File: src/rtl/hazard_unit.sv
module hazard_unit #(
  parameter int REG_W     = 5,
  parameter bit BR_IN_MEM = 1'b0
) (
  input  logic [REG_W-1:0] id_src_a,
  input  logic [REG_W-1:0] id_src_b,
  input  logic [REG_W-1:0] ex_src_a,
  input  logic [REG_W-1:0] ex_src_b,
  input  logic [REG_W-1:0] ex_dst,
  input  logic             ex_wr_en,
  input  logic             ex_is_load,
  input  logic [REG_W-1:0] mem_dst,
  input  logic             mem_wr_en,
  input  logic             mem_is_load,
  input  logic [REG_W-1:0] wb_dst,
  input  logic             wb_wr_en,
  input  logic             mem_port_busy,
  input  logic             br_resolved,
  input  logic             br_mispredict,
  output logic [1:0]       fwd_a,
  output logic [1:0]       fwd_b,
  output logic             stall_fetch,
  output logic             hold_decode,
  output logic             kill_decode,
  output logic             bubble_exec,
  output logic             flush_exec,
  output logic             flush_mem
);
  localparam logic [REG_W-1:0] ZERO_REG = '0;

  logic [1:0][REG_W-1:0] ex_src;
  logic [1:0][1:0]       sel;
  logic                  mem_can_fwd, wb_can_fwd;
  logic                  load_use, data_stall, redirect;

  assign ex_src      = {ex_src_b, ex_src_a};
  assign mem_can_fwd = mem_wr_en && !mem_is_load && (mem_dst != ZERO_REG);
  assign wb_can_fwd  = wb_wr_en && (wb_dst != ZERO_REG);

  for (genvar i = 0; i < 2; i++) begin : g_opnd
    assign sel[i] = (mem_can_fwd && mem_dst == ex_src[i]) ? 2'b10 :
                    (wb_can_fwd  && wb_dst  == ex_src[i]) ? 2'b01 : 2'b00;
  end

  assign fwd_a = sel[0];
  assign fwd_b = sel[1];

  assign redirect   = br_resolved && br_mispredict;
  assign load_use   = ex_wr_en && ex_is_load && (ex_dst != ZERO_REG) &&
                      (ex_dst == id_src_a || ex_dst == id_src_b);
  assign data_stall = load_use && !redirect;

  assign stall_fetch = data_stall || mem_port_busy;
  assign hold_decode = data_stall;
  assign kill_decode = redirect || (mem_port_busy && !data_stall);
  assign bubble_exec = data_stall;
  assign flush_exec  = redirect;

  if (BR_IN_MEM) begin : g_late_resolve
    assign flush_mem = redirect;
  end else begin : g_early_resolve
    assign flush_mem = 1'b0;
  end
endmodule


File: config.mk
export PLATFORM = sky130hd
export DESIGN_NAME = hazard_unit
export DESIGN_NICKNAME = d
export VERILOG_FILES = /design/src/rtl/hazard_unit.sv
export SDC_FILE = /design/constraint.sdc
export NUM_CORES = 1
export LEC_CHECK = 0
export BUFFER_PORTS_ARGS = -buffer_cell sky130_fd_sc_hd__buf_2
export CORE_AREA = 2 2 39 41
export DETAILED_ROUTE_END_ITERATION = 6
export DIE_AREA = 0 0 41 43
export MAX_ROUTING_LAYER = met4
export PLACE_DENSITY_LB_ADDON = 0.12
export SKIP_LAST_GASP = 1
export SLEW_MARGIN = 40
export SYNTH_ARGS = -nofsm -noshare
export SYNTH_HDL_FRONTEND = slang
export SYNTH_SLANG_ARGS = --single-unit
File: constraint.sdc
create_clock -name vclk -period 1.9
set_clock_uncertainty 0.15 [all_clocks]
set_input_delay 0.38 -clock vclk [all_inputs]
set_output_delay 0.38 -clock vclk [all_outputs]
set_load 0.01 [all_outputs]
Word-level counts from Yosys, hierarchy flattened
Index checks and enable logic that the tools add are counted.
Widths: inputs -> output; s select.
{"block": "classes", "n_eq_ne": 6, "muxes": 4, "reduce_logical": 22}
{"op": "$eq 5x5->1", "n": 6}
{"op": "$reduce_bool 5->1", "n": 3}
{"op": "$logic_and 1x1->1", "n": 13}
{"op": "$mux 2", "n": 2}
{"op": "$logic_not 1->1", "n": 3}
{"op": "$logic_or 1x1->1", "n": 3}
{"op": "$mux 1", "n": 2}
{"block": "word_totals", "register_bits": 0, "in_bits": 43, "out_inout_bits": 10, "word_cells": 32}

Logic depth before layout (Yosys ltp)
Gate-level depths: netlist (run 1).
{"block": "depth", "word_depth": 7, "mapped_depth": 5, "mapped_depth_nobuf": 4}

Least setup slack after synthesis (run 1)
OpenSTA, ideal clock, no wires.
{"block": "synth_path", "kind": "input port to output port", "from": "input mem_dst[3]", "to": "output fwd_a[0]", "arrival_time_ns": 1.524, "required_time_ns": 1.370, "setup_slack_ns": -0.154, "cell_stages": 4, "n_path_buf": 0, "path_cell_list": "or4_1 o21ai_2 nor4_1 nor4_2"}
{"block": "synth_between", "elab_chain_len": 4, "elab_cells_between_ends": 5, "classes_between": "1 x eq/ne; 1 x mux; 3 x reduce/logical"}
{"item": "start: declaration", "line": "12", "source": "input logic [REG_W-1:0] mem_dst,"}
{"item": "$reduce_bool 5->1", "line": "37", "source": "assign mem_can_fwd = mem_wr_en && !mem_is_load && (mem_dst != ZERO_REG);"}
{"item": "$logic_and 1x1->1", "line": "37"}
{"item": "$logic_and 1x1->1 (*)", "line": "41", "source": "assign sel[i] = (mem_can_fwd && mem_dst == ex_src[i]) ? 2'b10 :"}
{"item": "$mux 2 (*)", "line": "41"}
{"item": "end: declaration", "line": "20", "source": "output logic [1:0] fwd_a,"}
Every way passes the cells marked *; elsewhere a longest branch is shown, timed or not.

Worst setup path in the final report (run 1)
{"block": "layout_path", "from": "input wb_dst[4]", "to": "output fwd_a[0]"}
{"block": "layout_between", "elab_chain_len": 5, "elab_cells_between_ends": 6, "classes_between": "1 x eq/ne; 2 x mux; 3 x reduce/logical"}
{"item": "start: declaration", "line": "15", "source": "input logic [REG_W-1:0] wb_dst,"}
{"item": "$reduce_bool 5->1", "line": "38", "source": "assign wb_can_fwd = wb_wr_en && (wb_dst != ZERO_REG);"}
{"item": "$logic_and 1x1->1", "line": "38"}
{"item": "$logic_and 1x1->1 (*)", "line": "42", "source": "(wb_can_fwd && wb_dst == ex_src[i]) ? 2'b01 : 2'b00;"}
{"item": "$mux 1 (*)", "line": "42"}
{"item": "$mux 2 (*)", "line": "41"}
Marks and branches as above.

==> results by group, run 1 <==
Run status
  • Status: finished, violations left
  • Failing checks: negative setup slack

Global routing
  • GRT Resource Usage Total: 19.0%
  • Remaining Overflow, GRT: 0
  • Initial antenna violation count: 0
  • Pin count of the biggest net entering global routing: 4
  • First-pass GRT wire length: 2360 um
  • Vias in the first global route: 631

Hold path
  • Hold WC Path Type: primary input to output port
  • Hold Startpoint: mem_port_busy
  • Hold Crit Depth: 3

Synth
  • Largest family of logic cells by synthesized area: XOR/XNOR gates
  • Per-instance average area after synthesis: 7.63 um2
  • Count leader, synth: xor2_1
  • Cells after Synth: 59
  • Synth Cell Area: 450 um2
  • Synth area leaders: xor2_1 (47%), xnor2_1 (12%), or4_1 (8.3%)
  • Post-Syn Nets: 102
  • Simple-gate share of the synthesized area: 28.1%
  • Post-Synth Adder-Cell Area: 0%
  • Share of the synthesized area in the top cell type: 46.7%
  • Commonest cells post-synth: xor2_1 (24), xnor2_1 (6), or4_1 (5), nor2_1 (4)
  • Synth cell types: 19
  • Mux cell area share after synthesis: 0%
  • YS warnings: 0
  • Largest area contributor in the netlist: xor2_1
  • Sequential fraction of the synthesis area: 0%
  • Synth Area in XOR/XNOR: 58.3%
  • Complex-gate fraction of the synthesized area: 9.44%

Finish
  • Multi-input gate area: 547 um2
  • Nets@finish: 172
  • Non-Filler Instances: 143
  • Sequential standard cell area: 0 um2
  • Clock buffer count: 0
  • Final Instance Area: 987 um2
  • # diodes: 0
  • P&R area growth vs syn: 119%
  • Seq_cells: 0
  • Layout cells sized above 1: 67.7%
  • Fillers: 121

Worst setup path
  • WS Path Type: primary input to output port
  • Crit. Startpoint: wb_dst[4]
  • Worst setup EP type: output port
  • Critical Path End: fwd_a[0]
  • CP Launch Type: primary input
  • Arr. time, crit path: 1.66 ns
  • Worst Path Required: 1.37 ns
  • Max Fanout on Critical Path: 3

Place
  • Final Wtd Congestion: 0.801
  • Post-placement cell area: 861 um2
  • Post-DP HPWL: 1430 um
  • Port Buffers: 52
  • Post-Place Worst Slack: -0.321 ns
  • Placed cell count: 142

Run
  • Max cap viols: 0

Routing
  • Final wirelength: 1640 um
  • DRT iter0 DRCs: 1
  • DR WL/cell: 11.4 um
  • First-pass DRT Iterations: 2
  • Post-route ant nets: 0
  • # DRC: 0
  • Post-DR vias/cell: 4.76
  • Via Count: 681

Timing
  • Final WS setup: -0.285 ns
  • Unrepaired setup endpoints after global routing: yes
  • Setup violations, final: 8
  • Fmax: 458 MHz
  • Final slew viol count: 0
  • Fin crit share: 115%
  • Hold Violations, Final: 0
  • Final Critical Period: 2.19 ns

Power
  • Power Density: 214 nW/um2
  • Peak supply drop: 0.000106 V
  • Switching power: 0.0000989 W
  • Int Power: 0.000113 W
  • Clock power frac: 0%
  • Comb pwr share: 100.0%
  • Overall power: 0.000212 W
  • P_leak: 0.485 nW
  • Sequential share of power: 0%
  • Net Sw Frac: 46.7%

Floorplan
  • Starting density of the core: 32.5%
  • Ports: 53
  • Chip Height: 43 um
  • Die area: 1760 um2
  • Row count: 14
  • Die X: 41 um
  • Core area: 1380 um2
[per-layer routing]
| layer | up-vias | global-route usage (%) | share of wire (%) |
|---|---|---|---|
| met5 | - | - | 0 |
| met4 | 0 | 2.00 | 0.86 |
| met3 | 2 | 0.524 | 8.0 |
| met2 | 35 | 38.8 | 59 |
| met1 | 304 | 18.4 | 33 |
| li1 | 340 | - | - |
[worst max-delay path: stages]
cell,delay (ns)
buf_2,0.11
or4_1,0.10
o21ai_1,0.07
or4_4,0.55
nor4_4,0.27
buf_2,0.17
[worst min-delay path by stage]
stage                              to  slack (ns)
after floorplan           stall_fetch        0.74
after global routing      stall_fetch        0.94
after detailed placement  stall_fetch        0.91
after global placement    stall_fetch        0.90
final                     stall_fetch        0.92
after CTS                 stall_fetch        0.92
[power groups by stage]
stage	combinational, W	sequential, W	clock (W)
floorplan	0.0000741	0	0
global placement	0.000173	0	0
detailed placement	0.000179	0	0
CTS	0.000202	0	0
global route	0.000230	0	0
finish	0.000212	0	0
[cells by family after synthesis]
| logic type | after synthesis |
|---|---|
| other | 1 |
| AOI/OAI and AO/OA | 6 |
| and+or+nand+nor | 20 |
| xor gates and xnor gates | 30 |
| buffers and inverters | 2 |
[cell usage in the layout (no fill, tap or decap)]
cell type   n
xor2_1     24
nor4_4      4
o21bai_1    1
nor3_2      2
or4_1       1
xnor2_1     5
buf_6       4
nor2b_1     1
nand3_2     1
nor2_2      1
buf_2      48
o21ai_1     1
xnor2_2     1
nand3_1     1
o21ai_4     2
buf_4      18
and2_1      1
or4_4       4
nor2_1      3
a22oi_2     1
nand2_1     1
o22a_1      1
conb_1      1
[repair_timing]
item	CTS	global route
setup buffers	0	1
endpoints found under the setup margin	8	8
hold buffers	0	0
resized for setup	18	4
hold endpoints to repair	0	0
pin swaps	2	3
[area by class of cell]
| cell class | instances | area share, % |
|---|---|---|
| multi-input combinational | 57 | 55.4 |
| timing repair buffer | 70 | 42.6 |
| tap | 16 | 2.03 |
[per-stage QoR]
| step | utilization [%] | hold slack [ns] | TNS [ns] |
|---|---|---|---|
| floorplan | - | 0.740 | -0.0835 |
| global placement | 62.2 | 0.904 | -1.18 |
| detailed placement | 62.2 | 0.913 | -1.54 |
| CTS | 68.9 | 0.915 | -0.928 |
| global route | 71.3 | 0.942 | -1.10 |
| finish | 71.3 | 0.921 | -0.843 |
No activity file was read; power rests on OpenSTA's default activity.
==> run 2: changes to the inputs <==
--- a/config.mk
+++ b/config.mk
@@ -6,11 +6,9 @@
 export NUM_CORES = 1
 export LEC_CHECK = 0
 export BUFFER_PORTS_ARGS = -buffer_cell sky130_fd_sc_hd__buf_2
-export CORE_AREA = 2 2 39 41
+export CORE_UTILIZATION = 32
 export DETAILED_ROUTE_END_ITERATION = 6
-export DIE_AREA = 0 0 41 43
-export MAX_ROUTING_LAYER = met4
-export PLACE_DENSITY_LB_ADDON = 0.12
+export PLACE_DENSITY_LB_ADDON = 0.25
 export SKIP_LAST_GASP = 1
 export SLEW_MARGIN = 40
 export SYNTH_ARGS = -nofsm -noshare
==> constraint.sdc (replaced) <==
create_clock -name vclk -period 1.95
set_clock_uncertainty 0.15 [all_clocks]
set_input_delay 0.39 -clock vclk [all_inputs]
set_output_delay 0.39 -clock vclk [all_outputs]
set_load 0.01 [all_outputs]
==> results by group, run 2 (synthesized netlist as in run 1, its figures left out) <==
Place
  • Post-DP HPWL: 1280 um (was 1430 um)
  • Post-placement cell area: 830 um2 (was 861 um2)
  • Final Wtd Congestion: 0.694 (was 0.801)
  • Port Buffers: 52 (unchanged)

Global routing
  • GRT Resource Usage Total: 18.9% (was 19.0%)
  • Initial antenna violation count: 0 (unchanged)
  • Vias in the first global route: 533 (was 631)
  • Pin count of the biggest net entering global routing: 4 (unchanged)
  • First-pass GRT wire length: 2100 um (was 2360 um)
  • Remaining Overflow, GRT: 0 (unchanged)

Timing
  • Setup violations, final: 5 (was 8)
  • Final slew viol count: 0 (unchanged)
  • Fin crit share: 111%
  • Final Critical Period: 2.17 ns
  • Fmax: 460 MHz
  • Final WS setup: -0.223 ns (was -0.285 ns)
  • Hold Violations, Final: 0 (unchanged)
  • Unrepaired setup endpoints after global routing: yes (unchanged)

Floorplan
  • Die X: 39.5 um (was 41 um)
  • Row count: 13 (was 14)
  • Core area: 1300 um2 (was 1380 um2)
  • Die area: 1560 um2 (was 1760 um2)
  • Chip Height: 39.5 um (was 43 um)
  • Starting density of the core: 34.6% (was 32.5%)
  • Ports: 53 (unchanged)

Worst setup path
  • Worst Path Required: 1.41 ns (was 1.37 ns)
  • Arr. time, crit path: 1.63 ns (was 1.66 ns)
  • Worst setup EP type: output port (unchanged)
  • Max Fanout on Critical Path: 3 (unchanged)
  • CP Launch Type: primary input (unchanged)
  • WS Path Type: primary input to output port (unchanged)

Hold path
  • Hold WC Path Type: primary input to output port (unchanged)
  • Hold Crit Depth: 3 (unchanged)
  • Hold Startpoint: mem_port_busy (unchanged)
  • WHS Endpoint: stall_fetch (unchanged)

Routing
  • DRT iter0 DRCs: 2 (was 1)
  • Post-DR vias/cell: 4.76 (about the same)
  • Via Count: 657 (was 681)
  • # DRC: 0 (unchanged)
  • First-pass DRT Iterations: 4 (was 2)
  • Post-route ant nets: 0 (unchanged)
  • DR WL/cell: 11.4 um (about the same)
  • Final wirelength: 1570 um (was 1640 um)

Finish
  • Commonest non-fill, non-tap cell in the layout: buf_2 (unchanged)
  • Clock buffer count: 0 (unchanged)
  • Final Instance Area: 957 um2 (was 987 um2)
  • Seq_cells: 0 (unchanged)
  • Layout cells sized above 1: 66.7% (was 67.7%)
  • Fillers: 104 (was 121)
  • Nets@finish: 168 (was 172)
  • # diodes: 0 (unchanged)
  • Most frequent cells in the layout: buf_2 (47), xor2_1 (24), buf_4 (13), buf_6 (6), xnor2_1 (5) (was buf_2 (48), xor2_1 (24), buf_4 (18), xnor2_1 (5))
  • Sequential standard cell area: 0 um2 (unchanged)
  • Final core occ: 73.6% (was 71.3%)
  • Multi-input gate area: 538 um2 (was 547 um2)
  • P&R area growth vs syn: 113% (was 119%)

Power
  • Overall power: 0.000200 W (was 0.000212 W)
  • P_leak: 0.466 nW (was 0.485 nW)
  • Peak supply drop: 0.000102 V (was 0.000106 V)
  • Power Density: 209 nW/um2 (was 214 nW/um2)

Run
  • Max cap viols: 0 (unchanged)

Run status
  • Status: finished, violations left (unchanged)
  • Failing checks: negative setup slack (unchanged)

Clock network
  • Post-CTS Hold Fix Bufs: 0 (unchanged)
## run 2: metal layers
| layer | global-route usage (%) | part of all wire (%) | vias to the layer above |
|---|---|---|---|
| met1 | 24.7 | 37 | 296 |
| met5 | 0 | 0 | - |
| met3 | 0 | 5.4 | 0 |
| li1 | - | - | 335 |
| met2 | 36.1 | 58 | 26 |
| met4 | 0 | 0 | 0 |
## run 2: worst max path at each step
stage	start	endpoint	depth (start not counted)
after floorplan	wb_dst[2]	fwd_a[0]	4
after global placement	wb_dst[2]	fwd_b[0]	6
after detailed placement	wb_dst[4]	fwd_b[0]	6
after CTS	ex_src_b[2]	fwd_b[0]	5
after global routing	wb_dst[2]	fwd_a[0]	5
final	wb_dst[2]	fwd_a[0]	5
## run 2: timing repair
action                                  CTS  global route
resized for setup                        14            10
endpoints found under the setup margin    8             8
setup buffers                             0             1
pin swaps                                 6             7
## run 2: power breakdown
part	switching [W]	internal, W
clock network	0	0
logic	0.0000935	0.000106
registers	0	0
## run 2: per-stage QoR
step | hold WS, ns | worst slack [ns] | std cells | setup TNS, ns
after floorplan | 0.760 | -0.0118 | 59 | -0.0235
after global placement | 0.918 | -0.265 | 137 | -1.06
after detailed placement | 0.923 | -0.316 | 137 | -1.20
after CTS | 0.925 | -0.249 | 137 | -0.580
after global routing | 0.941 | -0.263 | 138 | -0.822
final | 0.928 | -0.223 | 138 | -0.584
## run 2: final cells by class
cell class                 instances  area share, %
multi-input combinational         57           56.2
timing repair buffer              66           41.8
tap                               15           1.96
## run 2: worst max-delay path: stages
cell	delay, ns
buf_2	0.12
xor2_1	0.15
or4_4	0.54
nor4_4	0.26
buf_2	0.17
==> run 3: changes to the inputs <==
==> constraint.sdc (replaced) <==
create_clock -name vclk -period 1.95
set_clock_uncertainty 0.15 [all_clocks]
set_input_delay 0.39 -clock vclk [all_inputs]
set_output_delay 0.39 -clock vclk [all_outputs]
set_load 0.02 [all_outputs]
==> results by group, run 3 (synthesized netlist as in run 1, its figures left out) <==
Global routing
  • Remaining Overflow, GRT: 0 (unchanged)
  • Initial antenna violation count: 0 (unchanged)
  • GRT Resource Usage Total: 23.4% (was 18.9%)
  • Vias in the first global route: 661 (was 533)
  • Pin count of the biggest net entering global routing: 4 (unchanged)
  • First-pass GRT wire length: 2530 um (was 2100 um)

Floorplan
  • Row count: 13 (unchanged)
  • Starting density of the core: 34.6% (unchanged)
  • Core area: 1300 um2 (unchanged)
  • Die area: 1560 um2 (unchanged)
  • Die X: 39.5 um (unchanged)
  • Chip Height: 39.5 um (unchanged)
  • Ports: 53 (unchanged)

Routing
  • Post-route ant nets: 0 (unchanged)
  • Post-DR vias/cell: 4.74 (was 4.76)
  • Via Count: 668 (was 657)
  • Final wirelength: 1680 um (was 1570 um)
  • DR WL/cell: 11.9 um (was 11.4 um)
  • # DRC: 0 (unchanged)
  • DRT iter0 DRCs: 4 (was 2)
  • First-pass DRT Iterations: 3 (was 4)

Power
  • Clock power frac: 0% (about the same)
  • Peak supply drop: 0.000131 V (was 0.000102 V)
  • Switching power: 0.000105 W (was 0.0000935 W)
  • Comb pwr share: 100.0% (about the same)
  • Sequential share of power: 0% (about the same)
  • Net Sw Frac: 47.2% (was 46.8%)
  • Int Power: 0.000117 W (was 0.000106 W)
  • Overall power: 0.000222 W (was 0.000200 W)
  • Power Density: 213 nW/um2 (was 209 nW/um2)
  • P_leak: 0.499 nW (was 0.466 nW)

Finish
  • P&R area growth vs syn: 131% (was 113%)
  • Clock buffer count: 0 (unchanged)
  • Layout cells sized above 1: 69.8% (was 66.7%)
  • # diodes: 0 (unchanged)
  • Sequential standard cell area: 0 um2 (unchanged)
  • Seq_cells: 0 (unchanged)
  • Nets@finish: 171 (was 168)
  • Commonest non-fill, non-tap cell in the layout: buf_2 (unchanged)
  • Final Instance Area: 1040 um2 (was 957 um2)
  • Most frequent cells in the layout: buf_2 (40), xor2_1 (23), buf_4 (20), buf_6 (9) (was buf_2 (47), xor2_1 (24), buf_4 (13), buf_6 (6), xnor2_1 (5))

Timing
  • Setup violations, final: 6 (was 5)
  • Final slew viol count: 0 (unchanged)
  • Fmax: 456 MHz (was 460 MHz)
  • Final WS setup: -0.245 ns (was -0.223 ns)
  • Final Critical Period: 2.19 ns (was 2.17 ns)
  • Fin crit share: 113% (was 111%)
  • Unrepaired setup endpoints after global routing: yes (unchanged)
  • Hold Violations, Final: 0 (unchanged)

Hold path
  • Hold WC Path Type: primary input to output port (unchanged)
  • WHS Endpoint: stall_fetch (unchanged)
  • Hold Crit Depth: 3 (unchanged)
  • Hold Startpoint: mem_port_busy (unchanged)

Place
  • Final Wtd Congestion: 0.667 (was 0.694)
  • Post-DP HPWL: 1390 um (was 1280 um)
  • Post-placement cell area: 882 um2 (was 830 um2)
  • Port Buffers: 52 (unchanged)

Worst setup path
  • Max Fanout on Critical Path: 3 (unchanged)
  • Worst setup EP type: output port (unchanged)
  • Buffers & Inverters on Critical Path: 2 (unchanged)
  • Worst Path Required: 1.41 ns (about the same)
  • CP Launch Type: primary input (unchanged)
  • Top Family by Delay on Critical Path: simple AND/OR/NAND/NOR gates (unchanged)
  • Critical Path, Cell by Cell: buf_2 > xor2_1 > or4_4 > nor4_4 > buf_4 (was buf_2 > xor2_1 > or4_4 > nor4_4 > buf_2)
  • CP max-delay cell: or4_4 (unchanged)
  • Arr. time, crit path: 1.65 ns (was 1.63 ns)
  • Crit-path max cell delay: 0.54 ns (about the same)
  • Crit. Startpoint: wb_dst[2] (unchanged)
  • WS Path Type: primary input to output port (unchanged)

Run status
  • Status: finished, violations left (unchanged)
  • Failing checks: negative setup slack (unchanged)

Run
  • Max cap viols: 0 (unchanged)
## run 3: area by class of cell
class                      count  area, um2
multi-input combinational     57        569
tap                           15       18.8
fill                          88        262
timing repair buffer          69        452
## run 3: metrics by stage
step           setup TNS [ns]  instances  hold WS [ns]  utilization [%]  setup WS [ns]
6_report               -0.695        141         0.977             79.9         -0.245
5_1_grt                -0.944        141          1.00             79.9         -0.278
4_1_cts                -0.760        141         0.955             78.2         -0.249
3_5_place_dp            -1.18        141         0.970             67.8         -0.264
3_3_place_gp            -1.04        141         0.964             67.8         -0.253
2_1_floorplan          -0.146         59         0.816                -        -0.0728
## run 3: worst max-delay path by stage
stage,to,cells past startpoint
after floorplan,fwd_a[0],4
after global placement,fwd_a[0],5
after detailed placement,fwd_a[0],5
after CTS,fwd_a[0],5
after global routing,fwd_a[0],5
final,fwd_a[0],5
## run 3: per-layer routing
metal	GRT usage [%]	vias to the layer above	part of all wire, %
li1	-	338	-
met1	20.5	300	31
met2	56.6	30	63
met3	0.568	0	5.3
met4	0	0	0
met5	0	-	0
## run 3: timing repair
item,in CTS,in global routing
gates resized for setup,28,4
endpoints found under the setup margin,8,8
setup buffers,0,0
pin swaps,8,6
hold buffers,0,0
## run 3: power groups by stage
stage	combinational, W	clock (W)	sequential, W
after floorplan	0.0000833	0	0
after global placement	0.000179	0	0
after detailed placement	0.000184	0	0
after CTS	0.000215	0	0
after global routing	0.000240	0	0
final	0.000222	0	0
